File: config.mk
export PLATFORM = sky130hd
export DESIGN_NAME = win_time_acc
export DESIGN_NICKNAME = d
export VERILOG_FILES = /design/src/rtl/wta_pkg.sv /design/src/rtl/wta_sync.sv /design/src/rtl/wta_prescaler.sv /design/src/rtl/wta_window_ctl.sv /design/src/rtl/wta_accum.sv /design/src/rtl/wta_regs.sv /design/src/rtl/win_time_acc.sv
export SDC_FILE = /design/constraint.sdc
export NUM_CORES = 1
export LEC_CHECK = 0
export BUFFER_PORTS_ARGS = -buffer_cell sky130_fd_sc_hd__buf_2
export CORE_MARGIN = 8
export CORE_UTILIZATION = 35
export CTS_CLUSTER_SIZE = 20
export DETAILED_ROUTE_END_ITERATION = 6
export PLACE_DENSITY = 0.64
export RECOVER_POWER = 25
export REMOVE_ABC_BUFFERS = 1
export SLEW_MARGIN = 10
export SYNTH_ARGS = -nofsm -noshare
export SYNTH_HDL_FRONTEND = slang
export SYNTH_HIERARCHICAL = 1
export SYNTH_SLANG_ARGS = --single-unit
File: constraint.sdc
create_clock -name clk -period 6.13 [get_ports clk]
set_clock_uncertainty 0.15 [all_clocks]
set_input_delay 1.226 -clock clk [delete_from_list [all_inputs] [get_ports clk]]
set_output_delay 1.226 -clock clk [all_outputs]
set_load 0.005 [all_outputs]
File: src/rtl/wta_pkg.sv
package wta_pkg;

  localparam int ADDR_W = 3;
  localparam int PRE_W  = 2;

  localparam logic [ADDR_W-1:0] ADR_OPEN   = 3'd0;
  localparam logic [ADDR_W-1:0] ADR_CLOSE  = 3'd1;
  localparam logic [ADDR_W-1:0] ADR_CTRL   = 3'd2;
  localparam logic [ADDR_W-1:0] ADR_STATUS = 3'd3;
  localparam logic [ADDR_W-1:0] ADR_LIVE   = 3'd4;
  localparam logic [ADDR_W-1:0] ADR_RESULT = 3'd5;

  // control word: bits [2:1] prescaler select, bit 0 polarity
  typedef struct packed {
    logic [PRE_W-1:0] presc;
    logic             pol;
  } ctrl_t;

  localparam int CTRL_W = $bits(ctrl_t);

  typedef enum logic [1:0] {
    ACT_NONE  = 2'd0,
    ACT_CLEAR = 2'd1,
    ACT_COUNT = 2'd2,
    ACT_STOP  = 2'd3
  } acc_act_e;

  // a tick is issued when the phase counter reaches the select value
  function automatic logic presc_tick(input logic [PRE_W-1:0] phase,
                                      input logic [PRE_W-1:0] sel);
    return phase == sel;
  endfunction

  function automatic logic [PRE_W-1:0] presc_next(input logic [PRE_W-1:0] phase,
                                                  input logic [PRE_W-1:0] sel);
    if (presc_tick(phase, sel)) return '0;
    return phase + PRE_W'(1);
  endfunction

  // closing match outranks opening match, which outranks counting
  function automatic acc_act_e acc_action(input logic open_hit,
                                          input logic close_hit,
                                          input logic count_ok);
    if (close_hit) return ACT_STOP;
    if (open_hit)  return ACT_CLEAR;
    if (count_ok)  return ACT_COUNT;
    return ACT_NONE;
  endfunction

endpackage

File: src/rtl/wta_sync.sv
module wta_sync #(
  parameter int STAGES = 2
) (
  input  logic clk,
  input  logic rst_n,
  input  logic din,
  output logic dout
);

  logic [STAGES-1:0] chain_q;

  generate
    if (STAGES == 1) begin : g_single
      always_ff @(posedge clk or negedge rst_n) begin
        if (!rst_n) chain_q <= '0;
        else        chain_q <= din;
      end
    end else begin : g_multi
      always_ff @(posedge clk or negedge rst_n) begin
        if (!rst_n) chain_q <= '0;
        else        chain_q <= {chain_q[STAGES-2:0], din};
      end
    end
  endgenerate

  assign dout = chain_q[STAGES-1];

endmodule

File: src/rtl/wta_prescaler.sv
module wta_prescaler
  import wta_pkg::*;
(
  input  logic             clk,
  input  logic             rst_n,
  input  logic             restart,
  input  logic [PRE_W-1:0] sel,
  output logic             tick
);

  logic [PRE_W-1:0] phase_q;

  assign tick = presc_tick(phase_q, sel);

  always_ff @(posedge clk or negedge rst_n) begin
    if (!rst_n)       phase_q <= '0;
    else if (restart) phase_q <= '0;
    else              phase_q <= presc_next(phase_q, sel);
  end

  // after a restart the first tick comes at once only for the fastest rate
  assert_phase_restart_R5: assert property (@(posedge clk) disable iff (!rst_n)
    restart && $stable(sel) |=> (tick == (sel == '0)));

endmodule

File: src/rtl/wta_window_ctl.sv
module wta_window_ctl #(
  parameter int TB_W = 16
) (
  input  logic            clk,
  input  logic            rst_n,
  input  logic [TB_W-1:0] timebase,
  input  logic [TB_W-1:0] open_val,
  input  logic [TB_W-1:0] close_val,
  input  logic            flag_clr,
  output logic            open_hit,
  output logic            close_hit,
  output logic            armed,
  output logic            flag
);

  assign open_hit  = (timebase == open_val);
  assign close_hit = (timebase == close_val);

  always_ff @(posedge clk or negedge rst_n) begin
    if (!rst_n)         armed <= 1'b0;
    else if (close_hit) armed <= 1'b0;
    else if (open_hit)  armed <= 1'b1;
  end

  always_ff @(posedge clk or negedge rst_n) begin
    if (!rst_n)         flag <= 1'b0;
    else if (close_hit) flag <= 1'b1;
    else if (flag_clr)  flag <= 1'b0;
  end

  assert_arm_on_open_R3: assert property (@(posedge clk) disable iff (!rst_n)
    open_hit && !close_hit |=> armed);

  assert_disarm_on_close_R3: assert property (@(posedge clk) disable iff (!rst_n)
    close_hit |=> !armed);

  assert_tie_no_arm_R10: assert property (@(posedge clk) disable iff (!rst_n)
    open_hit && close_hit |=> !armed);

  assert_flag_on_close_R6: assert property (@(posedge clk) disable iff (!rst_n)
    close_hit |=> flag);

  assert_flag_clear_R9: assert property (@(posedge clk) disable iff (!rst_n)
    flag_clr && !close_hit |=> !flag);

  assert_flag_sticky_R9: assert property (@(posedge clk) disable iff (!rst_n)
    flag && !flag_clr |=> flag);

endmodule

File: src/rtl/wta_accum.sv
module wta_accum
  import wta_pkg::*;
#(
  parameter int ACC_W = 16
) (
  input  logic             clk,
  input  logic             rst_n,
  input  logic             open_hit,
  input  logic             close_hit,
  input  logic             armed,
  input  logic             tick,
  input  logic             level,
  input  logic             pol,
  output logic [ACC_W-1:0] live,
  output logic [ACC_W-1:0] result
);

  localparam logic [ACC_W-1:0] ACC_MAX = '1;

  logic     level_match;
  logic     sat_hit;
  logic     count_ok;
  acc_act_e act;

  assign level_match = (level == pol);
  assign sat_hit     = (live == ACC_MAX);
  assign count_ok    = armed && tick && level_match && !sat_hit;
  assign act         = acc_action(open_hit, close_hit, count_ok);

  always_ff @(posedge clk or negedge rst_n) begin
    if (!rst_n) begin
      live   <= '0;
      result <= '0;
    end else begin
      case (act)
        ACT_STOP:  result <= live;
        ACT_CLEAR: live   <= '0;
        ACT_COUNT: live   <= live + ACC_W'(1);
        default:   ;
      endcase
    end
  end

  assert_clear_on_open_R3: assert property (@(posedge clk) disable iff (!rst_n)
    open_hit && !close_hit |=> live == '0);

  assert_idle_holds_R3: assert property (@(posedge clk) disable iff (!rst_n)
    !armed && !open_hit |=> $stable(live));

  assert_level_gate_R4: assert property (@(posedge clk) disable iff (!rst_n)
    !open_hit && !level_match |=> $stable(live));

  assert_single_step_R5: assert property (@(posedge clk) disable iff (!rst_n)
    !open_hit |=> (live == $past(live)) || (live == $past(live) + ACC_W'(1)));

  assert_copy_on_close_R6: assert property (@(posedge clk) disable iff (!rst_n)
    close_hit |=> result == $past(live));

  assert_result_hold_R7: assert property (@(posedge clk) disable iff (!rst_n)
    !close_hit |=> $stable(result));

  assert_no_overflow_R8: assert property (@(posedge clk) disable iff (!rst_n)
    sat_hit && !open_hit |=> live == ACC_MAX);

endmodule

File: src/rtl/wta_regs.sv
module wta_regs
  import wta_pkg::*;
#(
  parameter int TB_W   = 16,
  parameter int ACC_W  = 16,
  parameter int DATA_W = 16
) (
  input  logic              clk,
  input  logic              rst_n,
  input  logic              bus_wr,
  input  logic [ADDR_W-1:0] bus_addr,
  input  logic [DATA_W-1:0] bus_wdata,
  input  logic [ACC_W-1:0]  live,
  input  logic [ACC_W-1:0]  result,
  input  logic              flag,
  output logic [DATA_W-1:0] bus_rdata,
  output logic [TB_W-1:0]   open_val,
  output logic [TB_W-1:0]   close_val,
  output ctrl_t             ctrl,
  output logic              flag_clr
);

  logic wr_open, wr_close, wr_ctrl;

  assign wr_open  = bus_wr && (bus_addr == ADR_OPEN);
  assign wr_close = bus_wr && (bus_addr == ADR_CLOSE);
  assign wr_ctrl  = bus_wr && (bus_addr == ADR_CTRL);
  assign flag_clr = bus_wr && (bus_addr == ADR_STATUS) && bus_wdata[0];

  always_ff @(posedge clk or negedge rst_n) begin
    if (!rst_n) begin
      open_val  <= '0;
      close_val <= '0;
      ctrl      <= '0;
    end else begin
      if (wr_open)  open_val  <= bus_wdata[TB_W-1:0];
      if (wr_close) close_val <= bus_wdata[TB_W-1:0];
      if (wr_ctrl)  ctrl      <= ctrl_t'(bus_wdata[CTRL_W-1:0]);
    end
  end

  always_comb begin
    case (bus_addr)
      ADR_OPEN:   bus_rdata = DATA_W'(open_val);
      ADR_CLOSE:  bus_rdata = DATA_W'(close_val);
      ADR_CTRL:   bus_rdata = DATA_W'(ctrl);
      ADR_STATUS: bus_rdata = DATA_W'(flag);
      ADR_LIVE:   bus_rdata = DATA_W'(live);
      ADR_RESULT: bus_rdata = DATA_W'(result);
      default:    bus_rdata = '0;
    endcase
  end

  assert_open_write_R2: assert property (@(posedge clk) disable iff (!rst_n)
    wr_open |=> open_val == $past(bus_wdata[TB_W-1:0]));

endmodule

File: src/rtl/win_time_acc.sv
module win_time_acc
  import wta_pkg::*;
#(
  parameter int TB_W        = 16,
  parameter int ACC_W       = 16,
  parameter int DATA_W      = 16,
  parameter int SYNC_STAGES = 2
) (
  input  logic              clk,
  input  logic              rst_n,
  input  logic [TB_W-1:0]   timebase,
  input  logic              sig_in,
  input  logic              bus_wr,
  input  logic [2:0]        bus_addr,
  input  logic [DATA_W-1:0] bus_wdata,
  output logic [DATA_W-1:0] bus_rdata,
  output logic              flag_o
);

  logic              level;
  logic              tick;
  logic              open_hit, close_hit, armed, flag, flag_clr;
  logic [TB_W-1:0]   open_val, close_val;
  logic [ACC_W-1:0]  live, result;
  ctrl_t             ctrl;

  wta_sync #(.STAGES(SYNC_STAGES)) u_sync (
    .clk(clk), .rst_n(rst_n), .din(sig_in), .dout(level)
  );

  wta_regs #(.TB_W(TB_W), .ACC_W(ACC_W), .DATA_W(DATA_W)) u_regs (
    .clk(clk), .rst_n(rst_n),
    .bus_wr(bus_wr), .bus_addr(bus_addr), .bus_wdata(bus_wdata),
    .live(live), .result(result), .flag(flag),
    .bus_rdata(bus_rdata),
    .open_val(open_val), .close_val(close_val), .ctrl(ctrl), .flag_clr(flag_clr)
  );

  wta_window_ctl #(.TB_W(TB_W)) u_window (
    .clk(clk), .rst_n(rst_n), .timebase(timebase),
    .open_val(open_val), .close_val(close_val), .flag_clr(flag_clr),
    .open_hit(open_hit), .close_hit(close_hit), .armed(armed), .flag(flag)
  );

  wta_prescaler u_presc (
    .clk(clk), .rst_n(rst_n), .restart(open_hit), .sel(ctrl.presc), .tick(tick)
  );

  wta_accum #(.ACC_W(ACC_W)) u_accum (
    .clk(clk), .rst_n(rst_n),
    .open_hit(open_hit), .close_hit(close_hit), .armed(armed),
    .tick(tick), .level(level), .pol(ctrl.pol),
    .live(live), .result(result)
  );

  assign flag_o = flag;

  initial begin
    assert (DATA_W >= TB_W && DATA_W >= ACC_W && DATA_W >= CTRL_W)
      else $error("DATA_W too narrow for register contents (R2)");
  end

endmodule

==> qor.csv <==
stage,metric,value,unit
outcome,status,"finished, final reports clean",
clock_network,H-tree levels,3,
layout,filler instances,1059,
run,max_cap viols,0,
global_route,initial antenna violation count,0,
power_and_ir_drop,Worst VDD drop,0.170,mV
routing,Post-route DRC,0,
layout,Antenna Cells,0,
floorplanning,die width,124,µm
setup_path,CP endpoint kind,output pin,
clock_network,"CTS clk-pin slew, worst paths",50,ps
global_route,total grt overflow,0,
timing,period utilisation layout,0.662,
setup_path,Top delay family on crit path,buffers and inverters,
layout,final core utilization,0.412,
routing,mean number of vias per cell,5.24,
global_route,first-pass GRT wire length,16000,µm
placement,Post-Place Setup Slack,1780,ps
floorplanning,Starting Density,0.359,
setup_path,CP startpoint kind,primary input,
power_and_ir_drop,Tot Pwr,1.34,mW
placement,dpl cells,508,
setup_path,"Req. time, crit path",4750,ps
layout,Register Area,1830,µm²
placement,Post-DP HPWL,6870,µm
clock_network,root buf cell,clkbuf_16,
timing,Final setup viols,0,
timing,worst-margin pin slew,1130,ps
placement,input/output buffers,55,
yosys,Syn Area/Cell,12.7,µm²
timing,Final Hold Vio Count,0,
timing,Final min period,4060,ps
floorplanning,Core Area,11500,µm²
routing,drt wl/cell,18.1,µm
routing,"antenna viol nets, final",0,
clock_network,cts bufs inserted,9,
timing,final worst slack,2070,ps
clock_network,Sink Count,73,
setup_path,worst-path fanout max,24,
yosys,Syn. warnings,6,
layout,final net count,418,
floorplanning,die height,124,µm
yosys,"Seq/Total Area, Yosys",0.444,
routing,router iterations before antenna repair,4,
power_and_ir_drop,PwrDens,284,nW/µm²
layout,"commonest non-fill, non-tap cell in the layout",dfrtp_1,
timing,hold_ws,199,ps
layout,area of the multi-input gates,2140,µm²
layout,Layout Cells excl Fill,524,
setup_path,Worst path max stage delay,590,ps
floorplanning,die area,15500,µm²
global_route,gr usage total,0.126,
yosys,Synth Instances,324,
routing,DR iter-0 viols,171,
layout,area grow syn2layout,14.9,%
yosys,Yosys cell types,52,
floorplanning,FP Rows,39,
global_route,largest net degree at the start of global routing,74,
timing,"Slew Viols, Final",0,
floorplanning,I/O Pins,56,
setup_path,Buf/Inv on CP,2,
clock_network,CTS resizes,0,
layout,proportion of layout cells with a drive suffix above 1,0.394,
clock_network,Post-CTS Hold Buffers,0,
placement,routability cong.,0.772,
layout,Final Cell Area,4730,µm²
clock_network,Post-CTS Setup Bufs,0,
yosys,Syn Std Cell Area,4110,µm²
clock_network,CTS tree,done,
routing,routed vias,2748,
setup_path,critical path's most frequent cell,buf_2,
setup_path,critical path arrival,2680,ps
timing,RSZ-0062 raised after global routing,no,
setup_path,cells along the critical path,"buf_2, mux4_2, nor2b_1, buf_2",
setup_path,Slowest cell on crit path,mux4_2,
placement,placed cell areas,4450,µm²
timing,worst relative slew slack,0.243,
min_path,worst hold-check path type,flip-flop to flip-flop,
yosys,"flops & latches, synth",73,
timing,setup_tns,0,ps
layout,most frequent cells in the layout,"dfrtp_1 (73), buf_2 (55), mux2_2 (31)",
setup_path,CP Class,primary input to output pin,
global_route,vias in the first global route,2943,
timing,fmax,0.246,GHz
clock_network,Worst-Skew Late Latency,330,ps
clock_network,clk buf depth,2,
routing,Post-Route WL,9470,µm
power_and_ir_drop,Static Leak,2.13,nW
## power breakdown
part	leakage, nW	internal, mW	switching, mW	total, mW
logic	1.06	0.150	0.102	0.253
clock network	0.139	0.294	0.188	0.482
registers	0.927	0.543	0.0630	0.606
## cell usage after synthesis (all sizes together)
| library cell | number | share of area |
|---|---|---|
| a21o | 1 | 0.0018 |
| a21oi | 6 | 0.0073 |
| a22o | 2 | 0.0046 |
| a2bb2oi | 2 | 0.0043 |
| a311oi | 1 | 0.0021 |
| a31o | 1 | 0.0021 |
| a41oi | 1 | 0.0021 |
| and3 | 5 | 0.0097 |
| and4 | 4 | 0.0091 |
| buf | 11 | 0.026 |
| clkbuf | 4 | 0.0036 |
| dfrtp | 73 | 0.44 |
| ha | 3 | 0.0091 |
| inv | 7 | 0.0064 |
| mux2 | 51 | 0.16 |
| mux2i | 6 | 0.015 |
| mux4 | 14 | 0.077 |
| nand2 | 10 | 0.0091 |
| nand2b | 5 | 0.0094 |
| nand3 | 10 | 0.016 |
| nand3b | 2 | 0.0036 |
| nand4 | 8 | 0.012 |
| nor2 | 15 | 0.014 |
| nor2b | 13 | 0.020 |
| nor3 | 3 | 0.0076 |
| nor4 | 5 | 0.0091 |
| o211ai | 2 | 0.0036 |
| o21a | 1 | 0.0018 |
| o21ai | 9 | 0.011 |
| o31ai | 2 | 0.0036 |
| or2 | 2 | 0.0030 |
| or2b | 2 | 0.0036 |
| or3 | 2 | 0.0030 |
| or4 | 2 | 0.0036 |
| xnor2 | 17 | 0.036 |
| xor2 | 22 | 0.047 |
## cell type report
class	count	area share
clock inverter	3	0.00318
tap	143	0.0379
inverter	7	0.00556
clock buffer	13	0.0551
timing repair buffer	56	0.0598
multi-input combinational	229	0.452
sequential	73	0.386
## path summary, 6_finish.rpt
| path | from | endpoint | slack [ps] | cells past startpoint |
|---|---|---|---|---|
| max reg2reg | u_regs/open_val[6] | u_accum/live[15] | 2710 | 10 |
| max | bus_addr[0] | bus_rdata[7] | 2070 | 4 |
| min in group asynchronous | rst_n | u_regs/close_val[8] | 960 | 2 |
| min reg2reg | u_sync/chain_q[0] | u_sync/chain_q[1] | 200 | 0 |
| min | u_sync/chain_q[0] | u_sync/chain_q[1] | 200 | 0 |
| max in group asynchronous | rst_n | u_regs/close_val[5] | 4260 | 2 |
## cells by family after synthesis
kind of cell | count (synthesis) | share of synthesized area
compound gates | 28 | 0.0444
xor+xnor | 39 | 0.0830
fa+ha+maj | 3 | 0.00913
buf+inv | 22 | 0.0365
flops | 73 | 0.444
mux | 71 | 0.249
simple gates | 88 | 0.134
## sequential cells by signal (all words and copies together) (netlist names)
register / flops
u_regs/ctrl: 3
u_regs/open_val: 16
u_regs/close_val: 16
u_accum/live: 16
u_window/flag: 1
u_sync/chain_q: 2
u_accum/result: 16
u_presc/phase_q: 2
u_window/armed: 1
## metal layers
metal | share of wire | track usage
met1 | 0.45 | 0.159
met2 | 0.49 | 0.202
met5 | 0 | 0
met3 | 0.039 | 0.0328
met4 | 0.014 | 0.0439
Note: power is estimated with default switching activity, not from simulation.
